## src/rtl/iso_framer_pkg.sv

```systemverilog
package iso_framer_pkg;
  localparam int SIZE_W = 10;

  typedef enum logic [1:0] {K_IDLE, K_HDR, K_DROP, K_IMG} kind_e;

  typedef struct packed {
    logic [7:0] op_mode;
    logic [7:0] width;
    logic [7:0] height;
    logic [7:0] img_mode;
    logic [7:0] qtab;
    logic [7:0] flags;
    logic [7:0] gpio;
    logic [7:0] aux_gpio;
  } meta_t;

  function automatic logic [SIZE_W-1:0] alt_to_size(input logic [2:0] alt);
    case (alt)
      3'd0:    return SIZE_W'(0);
      3'd1:    return SIZE_W'(128);
      3'd7:    return SIZE_W'(1023);
      default: return SIZE_W'(384 + 128 * (int'(alt) - 2));
    endcase
  endfunction
endpackage

```

## src/rtl/iso_pkt_size_lut.sv

```systemverilog
module iso_pkt_size_lut
  import iso_framer_pkg::*;
#(
  parameter int SZ_W = SIZE_W
) (
  input  logic [2:0]      alt_i,
  output logic [SZ_W-1:0] size_o
);
  assign size_o = SZ_W'(alt_to_size(alt_i));
endmodule

```

## src/rtl/iso_pkt_sched.sv

```systemverilog
module iso_pkt_sched
  import iso_framer_pkg::*;
#(
  parameter int LVL_W = 16,
  parameter int SZ_W  = SIZE_W
) (
  input  logic             clk_i,
  input  logic             rst_ni,
  input  logic             req_i,
  input  logic             busy_i,
  input  logic [SZ_W-1:0]  size_i,
  input  logic [LVL_W-1:0] fifo_level_i,
  input  logic             fifo_sof_i,
  input  logic             frame_end_i,
  input  logic             pkt_done_i,
  input  logic             eof_sent_i,
  input  logic [SZ_W-1:0]  new_pad_i,
  output logic             start_o,
  output kind_e            kind_o,
  output logic [SZ_W-1:0]  size_o,
  output logic [7:0]       seq_o,
  output logic [7:0]       frame_cnt_o,
  output logic [SZ_W-1:0]  pad_o
);
  localparam logic [7:0] SEQ_TOP = 8'hFE;

  logic             in_frame_q;
  kind_e            kind_q, kind_d;
  logic [SZ_W-1:0]  size_q, pad_q;
  logic [7:0]       seq_q, fcnt_q;
  logic [LVL_W-1:0] need;

  assign need = LVL_W'(size_i) - LVL_W'(1);

  always_comb begin
    if (!in_frame_q)
      kind_d = (fifo_level_i != '0 && fifo_sof_i) ? K_HDR : K_DROP;
    else
      kind_d = (fifo_level_i >= need || frame_end_i) ? K_IMG : K_DROP;
  end

  assign start_o = req_i && !busy_i && (size_i != '0);

  always_ff @(posedge clk_i or negedge rst_ni) begin
    if (!rst_ni) begin
      in_frame_q <= 1'b0;
      kind_q     <= K_IDLE;
      size_q     <= '0;
      seq_q      <= '0;
      fcnt_q     <= '0;
      pad_q      <= '0;
    end else if (start_o) begin
      kind_q <= kind_d;
      size_q <= size_i;
      if (kind_d == K_HDR) begin
        in_frame_q <= 1'b1;
        seq_q      <= '0;
      end
    end else if (pkt_done_i && kind_q == K_IMG) begin
      seq_q <= (seq_q == SEQ_TOP) ? 8'h00 : seq_q + 8'd1;
      pad_q <= new_pad_i;
      if (eof_sent_i) begin
        in_frame_q <= 1'b0;
        fcnt_q     <= fcnt_q + 8'd1;
      end
    end
  end

  assign kind_o      = kind_q;
  assign size_o      = size_q;
  assign seq_o       = seq_q;
  assign frame_cnt_o = fcnt_q;
  assign pad_o       = pad_q;

  a_r6_seq_never_ff: assert property (@(posedge clk_i) disable iff (!rst_ni)
    seq_q != 8'hFF);
  a_r6_hdr_seq_zero: assert property (@(posedge clk_i) disable iff (!rst_ni)
    (busy_i && kind_q == K_HDR) |-> (seq_q == 8'h00));
  a_r5_img_in_frame: assert property (@(posedge clk_i) disable iff (!rst_ni)
    (busy_i && kind_q == K_IMG) |-> in_frame_q);
  a_r3_hdr_leaves_frame_open: assert property (@(posedge clk_i) disable iff (!rst_ni)
    (pkt_done_i && kind_q == K_HDR) |=> in_frame_q);
endmodule

```

## src/rtl/iso_pkt_emitter.sv

```systemverilog
module iso_pkt_emitter
  import iso_framer_pkg::*;
#(
  parameter int SZ_W = SIZE_W
) (
  input  logic            clk_i,
  input  logic            rst_ni,
  input  logic            start_i,
  input  kind_e           kind_i,
  input  logic [SZ_W-1:0] size_i,
  input  logic [7:0]      seq_i,
  input  logic [7:0]      frame_cnt_i,
  input  logic [SZ_W-1:0] pad_i,
  input  meta_t           meta_i,
  input  logic [7:0]      fifo_data_i,
  input  logic            fifo_eof_i,
  output logic            busy_o,
  output logic [7:0]      data_o,
  output logic            valid_o,
  output logic            last_o,
  output logic            pop_o,
  output logic            done_o,
  output logic            eof_sent_o,
  output logic [SZ_W-1:0] new_pad_o
);
  logic            active_q, ended_q;
  logic [SZ_W-1:0] idx_q, pad_acc_q;
  logic [15:0]     pad_rep;
  logic            in_head;
  logic            eof_pop;

  assign pad_rep = 16'(pad_i);
  assign in_head = (idx_q >> 4) == '0;
  assign valid_o = active_q;
  assign busy_o  = active_q;
  assign last_o  = active_q && (idx_q == size_i - SZ_W'(1));
  assign done_o  = last_o;
  assign pop_o   = active_q && kind_i == K_IMG && idx_q != '0 && !ended_q;
  assign eof_pop = pop_o && fifo_eof_i;
  assign eof_sent_o = ended_q || eof_pop;
  assign new_pad_o  = eof_pop ? '0 : pad_acc_q;

  always_comb begin
    data_o = 8'h00;
    if (active_q) begin
      unique case (kind_i)
        K_HDR: if (in_head) begin
          case (idx_q[3:0])
            4'd0:    data_o = 8'hFF;
            4'd1:    data_o = 8'h01;
            4'd2:    data_o = pad_rep[7:0];
            4'd3:    data_o = pad_rep[15:8];
            4'd4:    data_o = meta_i.op_mode;
            4'd5:    data_o = meta_i.width;
            4'd6:    data_o = meta_i.height;
            4'd7:    data_o = meta_i.img_mode;
            4'd8:    data_o = meta_i.qtab;
            4'd9:    data_o = frame_cnt_i;
            4'd10:   data_o = meta_i.flags;
            4'd11:   data_o = meta_i.gpio;
            4'd12:   data_o = meta_i.aux_gpio;
            default: data_o = 8'h00;
          endcase
        end
        K_DROP: if (in_head) begin
          case (idx_q[3:0])
            4'd0:    data_o = 8'hFF;
            4'd2:    data_o = pad_rep[7:0];
            4'd3:    data_o = pad_rep[15:8];
            default: data_o = 8'h00;
          endcase
        end
        K_IMG: begin
          if (idx_q == '0) data_o = seq_i;
          else if (pop_o)  data_o = fifo_data_i;
        end
        default: data_o = 8'h00;
      endcase
    end
  end

  always_ff @(posedge clk_i or negedge rst_ni) begin
    if (!rst_ni) begin
      active_q  <= 1'b0;
      ended_q   <= 1'b0;
      idx_q     <= '0;
      pad_acc_q <= '0;
    end else if (start_i) begin
      active_q  <= 1'b1;
      ended_q   <= 1'b0;
      idx_q     <= '0;
      pad_acc_q <= '0;
    end else if (active_q) begin
      if (last_o) active_q <= 1'b0;
      else        idx_q    <= idx_q + SZ_W'(1);
      if (eof_pop) begin
        ended_q   <= 1'b1;
        pad_acc_q <= size_i - SZ_W'(1) - idx_q;
      end
    end
  end

  a_r1_contiguous: assert property (@(posedge clk_i) disable iff (!rst_ni)
    (valid_o && !last_o) |=> valid_o);
  a_r1_gap_after_last: assert property (@(posedge clk_i) disable iff (!rst_ni)
    last_o |=> !valid_o);
  a_r7_stop_after_eof: assert property (@(posedge clk_i) disable iff (!rst_ni)
    eof_pop |=> !pop_o);
  a_r7_pad_in_range: assert property (@(posedge clk_i) disable iff (!rst_ni)
    done_o |-> (new_pad_o < size_i));
endmodule

```

## src/rtl/iso_video_framer.sv

```systemverilog
module iso_video_framer
  import iso_framer_pkg::*;
#(
  parameter int LVL_W = 16
) (
  input  logic             clk_i,
  input  logic             rst_ni,
  input  logic [2:0]       alt_set_i,
  input  logic [7:0]       op_mode_i,
  input  logic [7:0]       img_width_i,
  input  logic [7:0]       img_height_i,
  input  logic [7:0]       img_mode_i,
  input  logic [7:0]       qtab_idx_i,
  input  logic [7:0]       proc_flags_i,
  input  logic [7:0]       gpio_i,
  input  logic [7:0]       aux_gpio_i,
  input  logic [7:0]       fifo_data_i,
  input  logic             fifo_sof_i,
  input  logic             fifo_eof_i,
  input  logic [LVL_W-1:0] fifo_level_i,
  input  logic             frame_end_i,
  output logic             fifo_pop_o,
  input  logic             pkt_req_i,
  output logic [7:0]       pkt_data_o,
  output logic             pkt_valid_o,
  output logic             pkt_last_o
);
  localparam int SZ_W = SIZE_W;

  logic [SZ_W-1:0] req_size, cur_size, rep_pad, new_pad;
  logic            start, busy, done, eof_sent;
  kind_e           kind;
  logic [7:0]      seq, fcnt;
  meta_t           meta;

  assign meta = '{op_mode: op_mode_i, width: img_width_i, height: img_height_i,
                  img_mode: img_mode_i, qtab: qtab_idx_i, flags: proc_flags_i,
                  gpio: gpio_i, aux_gpio: aux_gpio_i};

  iso_pkt_size_lut #(.SZ_W(SZ_W)) u_lut (
    .alt_i  (alt_set_i),
    .size_o (req_size)
  );

  iso_pkt_sched #(.LVL_W(LVL_W), .SZ_W(SZ_W)) u_sched (
    .clk_i        (clk_i),
    .rst_ni       (rst_ni),
    .req_i        (pkt_req_i),
    .busy_i       (busy),
    .size_i       (req_size),
    .fifo_level_i (fifo_level_i),
    .fifo_sof_i   (fifo_sof_i),
    .frame_end_i  (frame_end_i),
    .pkt_done_i   (done),
    .eof_sent_i   (eof_sent),
    .new_pad_i    (new_pad),
    .start_o      (start),
    .kind_o       (kind),
    .size_o       (cur_size),
    .seq_o        (seq),
    .frame_cnt_o  (fcnt),
    .pad_o        (rep_pad)
  );

  iso_pkt_emitter #(.SZ_W(SZ_W)) u_emit (
    .clk_i       (clk_i),
    .rst_ni      (rst_ni),
    .start_i     (start),
    .kind_i      (kind),
    .size_i      (cur_size),
    .seq_i       (seq),
    .frame_cnt_i (fcnt),
    .pad_i       (rep_pad),
    .meta_i      (meta),
    .fifo_data_i (fifo_data_i),
    .fifo_eof_i  (fifo_eof_i),
    .busy_o      (busy),
    .data_o      (pkt_data_o),
    .valid_o     (pkt_valid_o),
    .last_o      (pkt_last_o),
    .pop_o       (fifo_pop_o),
    .done_o      (done),
    .eof_sent_o  (eof_sent),
    .new_pad_o   (new_pad)
  );

  a_r9_start_needs_req: assert property (@(posedge clk_i) disable iff (!rst_ni)
    $rose(pkt_valid_o) |-> ($past(pkt_req_i) && $past(alt_set_i) != 3'd0));
  a_r7_pop_in_packet: assert property (@(posedge clk_i) disable iff (!rst_ni)
    fifo_pop_o |-> pkt_valid_o);
endmodule

```

## config.mk

```make
export PLATFORM = sky130hd
export DESIGN_NAME = iso_video_framer
export DESIGN_NICKNAME = d
export VERILOG_FILES = /design/src/rtl/iso_framer_pkg.sv /design/src/rtl/iso_pkt_size_lut.sv /design/src/rtl/iso_pkt_sched.sv /design/src/rtl/iso_pkt_emitter.sv /design/src/rtl/iso_video_framer.sv
export SDC_FILE = /design/constraint.sdc
export NUM_CORES = 1
export LEC_CHECK = 0
export BUFFER_PORTS_ARGS = -buffer_cell sky130_fd_sc_hd__buf_2
export CORE_MARGIN = 3
export CORE_UTILIZATION = 40
export DETAILED_ROUTE_END_ITERATION = 7
export GPL_ROUTABILITY_DRIVEN = 1
export HOLD_SLACK_MARGIN = 0.08
export SLEW_MARGIN = 0
export SYNTH_ARGS = -nofsm -noshare
export SYNTH_HDL_FRONTEND = slang
export SYNTH_SLANG_ARGS = --single-unit
```

## constraint.sdc

```tcl
create_clock -name clk_i -period 3.5 [get_ports clk_i]
set_input_delay 0 -clock clk_i [delete_from_list [all_inputs] [get_ports clk_i]]
set_output_delay 0 -clock clk_i [all_outputs]
set_load 0.01 [all_outputs]
```

# Yosys cells after proc, flatten, opt, wreduce, memory -nomap -nowiden
# Cells that the tools add are included.
dict set report totals {
  inputBits 97
  word_cells 105
  ff_bits 61
  out_inout_bits 11
}
dict set report classes {
  n_reduce_logical 30
  addsub 8
  n_eq_ne 22
  bitwise_logic 1
  muxes 33
  n_lt_le_gt_ge 1
}
# op n
set ops {}
lappend ops {{case mux 8 bit (13 select lines)} 1}
lappend ops {{two-way mux 8 bit} 9}
lappend ops {{two-way mux 10 bit} 7}
lappend ops {{case mux 8 bit (3 select lines)} 2}
lappend ops {{case mux 10 bit (3 select lines)} 1}
lappend ops {{== test 4 bit, second input constant} 5}
lappend ops {{zero test 10 bit} 2}
lappend ops {{nonzero test 10 bit} 2}
lappend ops {{adder 8 x 1 -> 8 bit, second input constant} 2}
lappend ops {{== test 4 x 3 -> 1 bit, second input constant} 4}
lappend ops {{greater-or-equal comparator 16 bit} 1}
lappend ops {{nonzero test 16 bit} 1}
lappend ops {{two-way mux 1 bit} 11}
lappend ops {{subtractor 10 x 1 -> 11 bit, second input constant} 1}
lappend ops {{adder 10 x 1 -> 10 bit, second input constant} 1}
lappend ops {{adder 10 bit, first input constant} 1}
lappend ops {{== test 10 bit} 1}
lappend ops {{subtractor 10 x 1 -> 10 bit, second input constant} 1}
lappend ops {{subtractor 10 bit} 1}
lappend ops {{logical AND 1 bit} 9}
lappend ops {{== test 4 x 2 -> 1 bit, second input constant} 2}
lappend ops {{== test 8 bit, second input constant} 1}
lappend ops {{AND reduction 2 bit} 4}
lappend ops {{nonzero test 2 bit} 4}
lappend ops {{other kinds (15)} 21}

# Logic depth before layout (Yosys ltp)
dict set report depth {
  word_depth 11
  ltp_mapped 11
  ltp_nobuf 10
}

# Modules after synthesis
# Synthesis repeated with hierarchy kept, for this count alone.
dict set report hier_totals {
  hier_cells 599
  area_unflattened_um2 5228.8
}
# module cells_each seq_area_each_um2 area_per_inst_um2 n_inst
set modules_own_cells {}
lappend modules_own_cells {iso_pkt_emitter 383 550.5 2874.0 1}
lappend modules_own_cells {iso_pkt_sched 204 975.9 2258.4 1}
lappend modules_own_cells {iso_pkt_size_lut 12 0.0 96.3 1}

# Worst setup path after synthesis
# OpenSTA, ideal clock, no wires.
dict set report synth_timing {
  path_type {flip-flop to flip-flop}
  from {register u_sched.size_q[6], in the netlist u_sched.size_o[6]}
  to {register u_sched.fcnt_q[5], in the netlist u_sched.frame_cnt_o[5]}
  required_ns 3.377
  synth_period_minus_slack_ns 2.227
  path_stages_with_launch 11
  arrival_ns 2.105
  path_buffers 1
  setup_ns 0.123
  setup_slack_ns 1.273
  cell_sequence {dfrtp_1 inv_1 ha_1 xor2_1 ha_1 nand4_1 nor3_4 and4_2 buf_2 nand4_1 xnor2_1}
}
dict set report synth_between {
  elab_chain_len 5
}
# element line_no
set synth_rtl {}
lappend synth_rtl {{start: declaration} iso_pkt_sched.sv:29} ;# logic [SZ_W-1:0] size_q, pad_q;
lappend synth_rtl {{start signal: assignment} iso_pkt_sched.sv:54} ;# size_q <= size_i;
lappend synth_rtl {{subtractor 10 x 1 -> 10 bit} iso_pkt_emitter.sv:36} ;# assign last_o = active_q && (idx_q == size_i - SZ_W'(1));
lappend synth_rtl {{== test 10 bit} iso_pkt_emitter.sv:36}
lappend synth_rtl {{logical AND 1 bit} iso_pkt_emitter.sv:36}
lappend synth_rtl {{logical AND 1 bit} iso_pkt_sched.sv:59} ;# end else if (pkt_done_i && kind_q == K_IMG) begin
lappend synth_rtl {{AND reduction 3 bit (no source line)} n/a}
lappend synth_rtl {{end signal: assignment} iso_pkt_sched.sv:64} ;# fcnt_q <= fcnt_q + 8'd1;
lappend synth_rtl {{end: declaration} iso_pkt_sched.sv:30} ;# logic [7:0] seq_q, fcnt_q;
# No other way between the ends.
# A chain may end at the register's enable or synchronous reset.

# Worst setup path after layout
dict set report layout_timing {
  from {register u_emit.idx_q[0]}
  to {output pkt_data_o[0]}
}
dict set report layout_between {
  elab_chain_len 7
  word_cells_on_any_way 25
  classes_between {12 x eq/ne; 8 x mux; 5 x reduce/logical}
}
# element line_no
set layout_rtl {}
lappend layout_rtl {{start: declaration} iso_pkt_emitter.sv:27} ;# logic [SZ_W-1:0] idx_q, pad_acc_q;
lappend layout_rtl {{start signal: assignment} iso_pkt_emitter.sv:95} ;# else idx_q <= idx_q + SZ_W'(1);
lappend layout_rtl {{parallel branches: the longest is 5 deep, another holds case mux 8 bit (13 select lines)} n/a}
lappend layout_rtl {{case mux 8 bit (3 select lines) *} iso_pkt_emitter.sv:46} ;# unique case (kind_i)
lappend layout_rtl {{two-way mux 8 bit *} iso_pkt_emitter.sv:45} ;# if (active_q) begin
lappend layout_rtl {{end: declaration} iso_video_framer.sv:24} ;# output logic [7:0] pkt_data_o,
# Mark *: on every way between the ends.

==> summary.md <==
| Metric | Value |
|---|---|
| Fmax | `0.314 GHz` |
| Leakage power | `2.29 nW` |
| Unrepaired setup endpoints after global routing | `no` |
| Top cells by area, synth | `dfrtp_1, ha_1, nand2_1` |
| Placer Congestion | `0.872` |
| Post-DR wirelength/cell | `18.3 um` |
| First-pass GRT wire length | `21000 um` |
| ANT cells | `0` |
| Final setup fails | `0` |
| Gr ovfl total | `0` |
| Slowest cell on the critical path | `dfrtp_1` |
| Min Tclk post-route | `approximately 3.2 ns` |
| Synth top area share | `32.2%` |
| Global-route usage over all layers | `around 22%` |
| Crit path launch type | `flip-flop` |
| Port Buf Inserts | `107` |
| Layout cells sized above 1 | `approximately a quarter` |
| Synth Instances | `511` |
| DR pass1 iterations | `6` |
| Worst Tran Pin Value | `0.961 ns` |
| Starting Density | `41.3%` |
| Nets | `720` |
| TritonCTS Buffers | `5` |
| Pwr per Cell Area | `696 nW/um^2` |
| VDD IR-drop max | `0.000352 V` |
| Largest net degree at the start of global routing | `33` |
| Count of pins over their slew limit | `0` |
| Slowest cell delay on critical path | `0.54 ns` |
| Max-Cap Viols | `0` |
| Worst Path Arrival | `between 3 and 4 ns` |
| Clk_lat worst skew | `~0.32 ns` |
| Drt total wl | `13500 um` |
| Worst rel slew slack | `35.4%` |
| CTS tree | `done` |
| Setup bufs post-CTS | `0` |
| Vias/cell | `5.90` |
| Die ar. | `~12000 um^2` |
| Dominant cell type by area after synthesis | `dfrtp_1` |
| Skew final | `0.00853 ns` |
| Post-synth EDFFs | `0` |
| CTS sink count | `55` |
| Most used cell, CP | `inv_1` |
| Hold WC Path Type | `in -> reg` |
| DRC | `0` |
| Vias | `4346` |
| Antenna violations before repair | `0` |
| Initial drt markers | `approximately 360` |
| Ys Warns | `0` |
| Worst setup path class | `reg -> out` |
| Avg Cell Area, Syn | `8.37 um^2` |
| Clock tree buffer depth | `2` |
| Rows | `37` |
| CP cell instances | `inv_1, ha_1, a222oi_1, inv_1, a221oi_1, a2111oi_0, or3_1, buf_2` |
| Post-layout util | `48.6%` |
| Core Region | `10400 um^2` |
| Area Growth Syn to Fin | `17.8%` |
| WP data required | `roughly 3.5 ns` |
| Crit Path Max Fanout | `16` |
| Status | `finished, final reports clean` |
| HPWL Detailed | `10200 um` |
| Post-Syn Area | `4280 um^2` |
| Fin crit share | `91.0%` |
| Synthesized flop and latch total | `55` |
| Async set-reset flop share out of synthesis | `100%` |
| Sequential area share after synthesis | `32.2%` |
| IO Count | `between 100 and 150` |
| Clock Tree Root | `clkbuf_8` |
| Fin. Hold Viols | `0` |
| CTS H-tree depth | `2` |
| Total Neg Setup Slack | `0 ns` |
| Syn_nets | `~630` |
| Die width | `109 um` |
| Setup crit end kind | `primary output` |
| Vias in the first global route | `4068` |
| Antenna Nets Post-Route | `0` |
| Clock transition at path regs | `0.10 ns` |
| Post-synth top flop | `dfrtp_1` |
| Die Y | `between 100 and 150 um` |
| Netlist cell types | `66` |
[what timing repair did]
action	4_1_cts	5_1_grt
resized for setup	0	1
hold endpoints to repair	33	0
setup endpoints to repair	0	1
hold buffers	4	0
[layout by cell type (no fill, tap or decap), drive strengths merged, types with 14 or more instances in the layout]
master	Yosys	layout
buf	23	118
nand2	61	61
dfrtp	55	55
nand3	42	42
nor2	27	27
a21oi	27	27
o21ai	26	26
ha	24	24
inv	16	16
xnor2	15	15
a31oi	14	14
[kinds of logic after synthesis]
group	after synthesis	synth area share, %
xor+xnor	23	4.71
mux	7	1.70
simple gates	204	24.8
flops	55	32.2
fa+ha+maj	24	7.02
buf+inv	57	6.14
compound gates	141	23.4
[state kept, by name, indices dropped and copies added, names as in the netlist]
register             count
u_emit.idx_q            10
u_sched.frame_cnt_o      8
u_sched.size_o           4
u_emit.ended_q           1
u_sched.in_frame_q       1
u_sched.pad_o           10
u_sched.seq_o            8
u_emit.busy_o            1
u_emit.pad_acc_q        10
u_sched.kind_o           2
[critical path: cells and delay by family (launching register included)]
| family | cells | cell delay (ns) |
|---|---|---|
| AOI/OAI and AO/OA | 3 | 1.07 |
| adders and majority gates | 1 | 0.47 |
| buffers and inverters | 3 | 0.37 |
| DFF | 1 | 0.54 |
| and+or+nand+nor | 1 | 0.42 |
[through the flow]
step	setup slack, ns	cells	cell area, um^2	power, W	hold WS, ns
4_1_cts	0.234	736	5040	0.00349	0.111
5_1_grt	0.0771	736	5040	0.00379	0.154
6_report	0.314	736	5040	0.00351	0.116
3_5_place_dp	0.616	724	4860	0.00298	0.106
2_1_floorplan	1.27	511	4280	0.00246	-0.296
3_3_place_gp	0.663	724	4860	0.00296	0.100
[area by class of cell]
class,count,area (um^2)
clock buffers,6,72.6
clock inverters,2,60.1
repair buffers,122,658
fillers,1055,5330
flip-flops and latches,55,1380
inverters,16,60.1
multi-input cells,399,2640
well taps,136,170
[cells in the mapped netlist (all sizes together), types with 3 or more instances]
cell and n:
nand2 61, dfrtp 55, nand3 42, a21oi 27, nor2 27, o21ai 26
ha 24, buf 23, clkbuf 18, inv 16, xnor2 15, a31oi 14
nand2b 12, nand4 12, a22oi 11, and3 11, nor4 11, a222oi 9
a22o 8, xor2 8, nor3 7, a21o 6, a211oi 5, mux2i 5
o22ai 5, a221oi 4, a41oi 4, and2 4, and4 4, o31ai 4
or3 4, a2111oi 3, o211ai 3
[worst paths after layout]
check | to | depth (start not counted) | slack (ns) | from
worst min register to register | u_sched.pad_o[3] | 2 | 0.48 | u_sched.pad_o[3]
worst max register to register | u_sched.seq_o[2] | 9 | 0.84 | u_sched.size_o[6]
worst min-delay path | u_sched.size_o[6] | 3 | 0.12 | alt_set_i[1]
min in group asynchronous | u_sched.seq_o[4] | 2 | 0.27 | rst_ni
worst max-delay path | pkt_data_o[0] | 8 | 0.31 | u_emit.idx_q[0]
max in group asynchronous | u_emit.pad_acc_q[4] | 3 | 2.38 | rst_ni
[layer usage]
| metal | GRT usage (%) | share of wire [%] |
|---|---|---|
| met1 | 33.1 | 47 |
| met2 | 34.0 | 46 |
| met3 | 3.76 | 5.6 |
| met4 | 5.61 | 1.3 |
| met5 | 0 | 0 |
[where the power goes]
part	switching (W)	internal [W]
clock	0.000216	0.000286
combinational	0.00120	0.000754
sequential	0.000256	0.000797
total	0.00167	0.00184
Power figures use the tool's default switching activity.
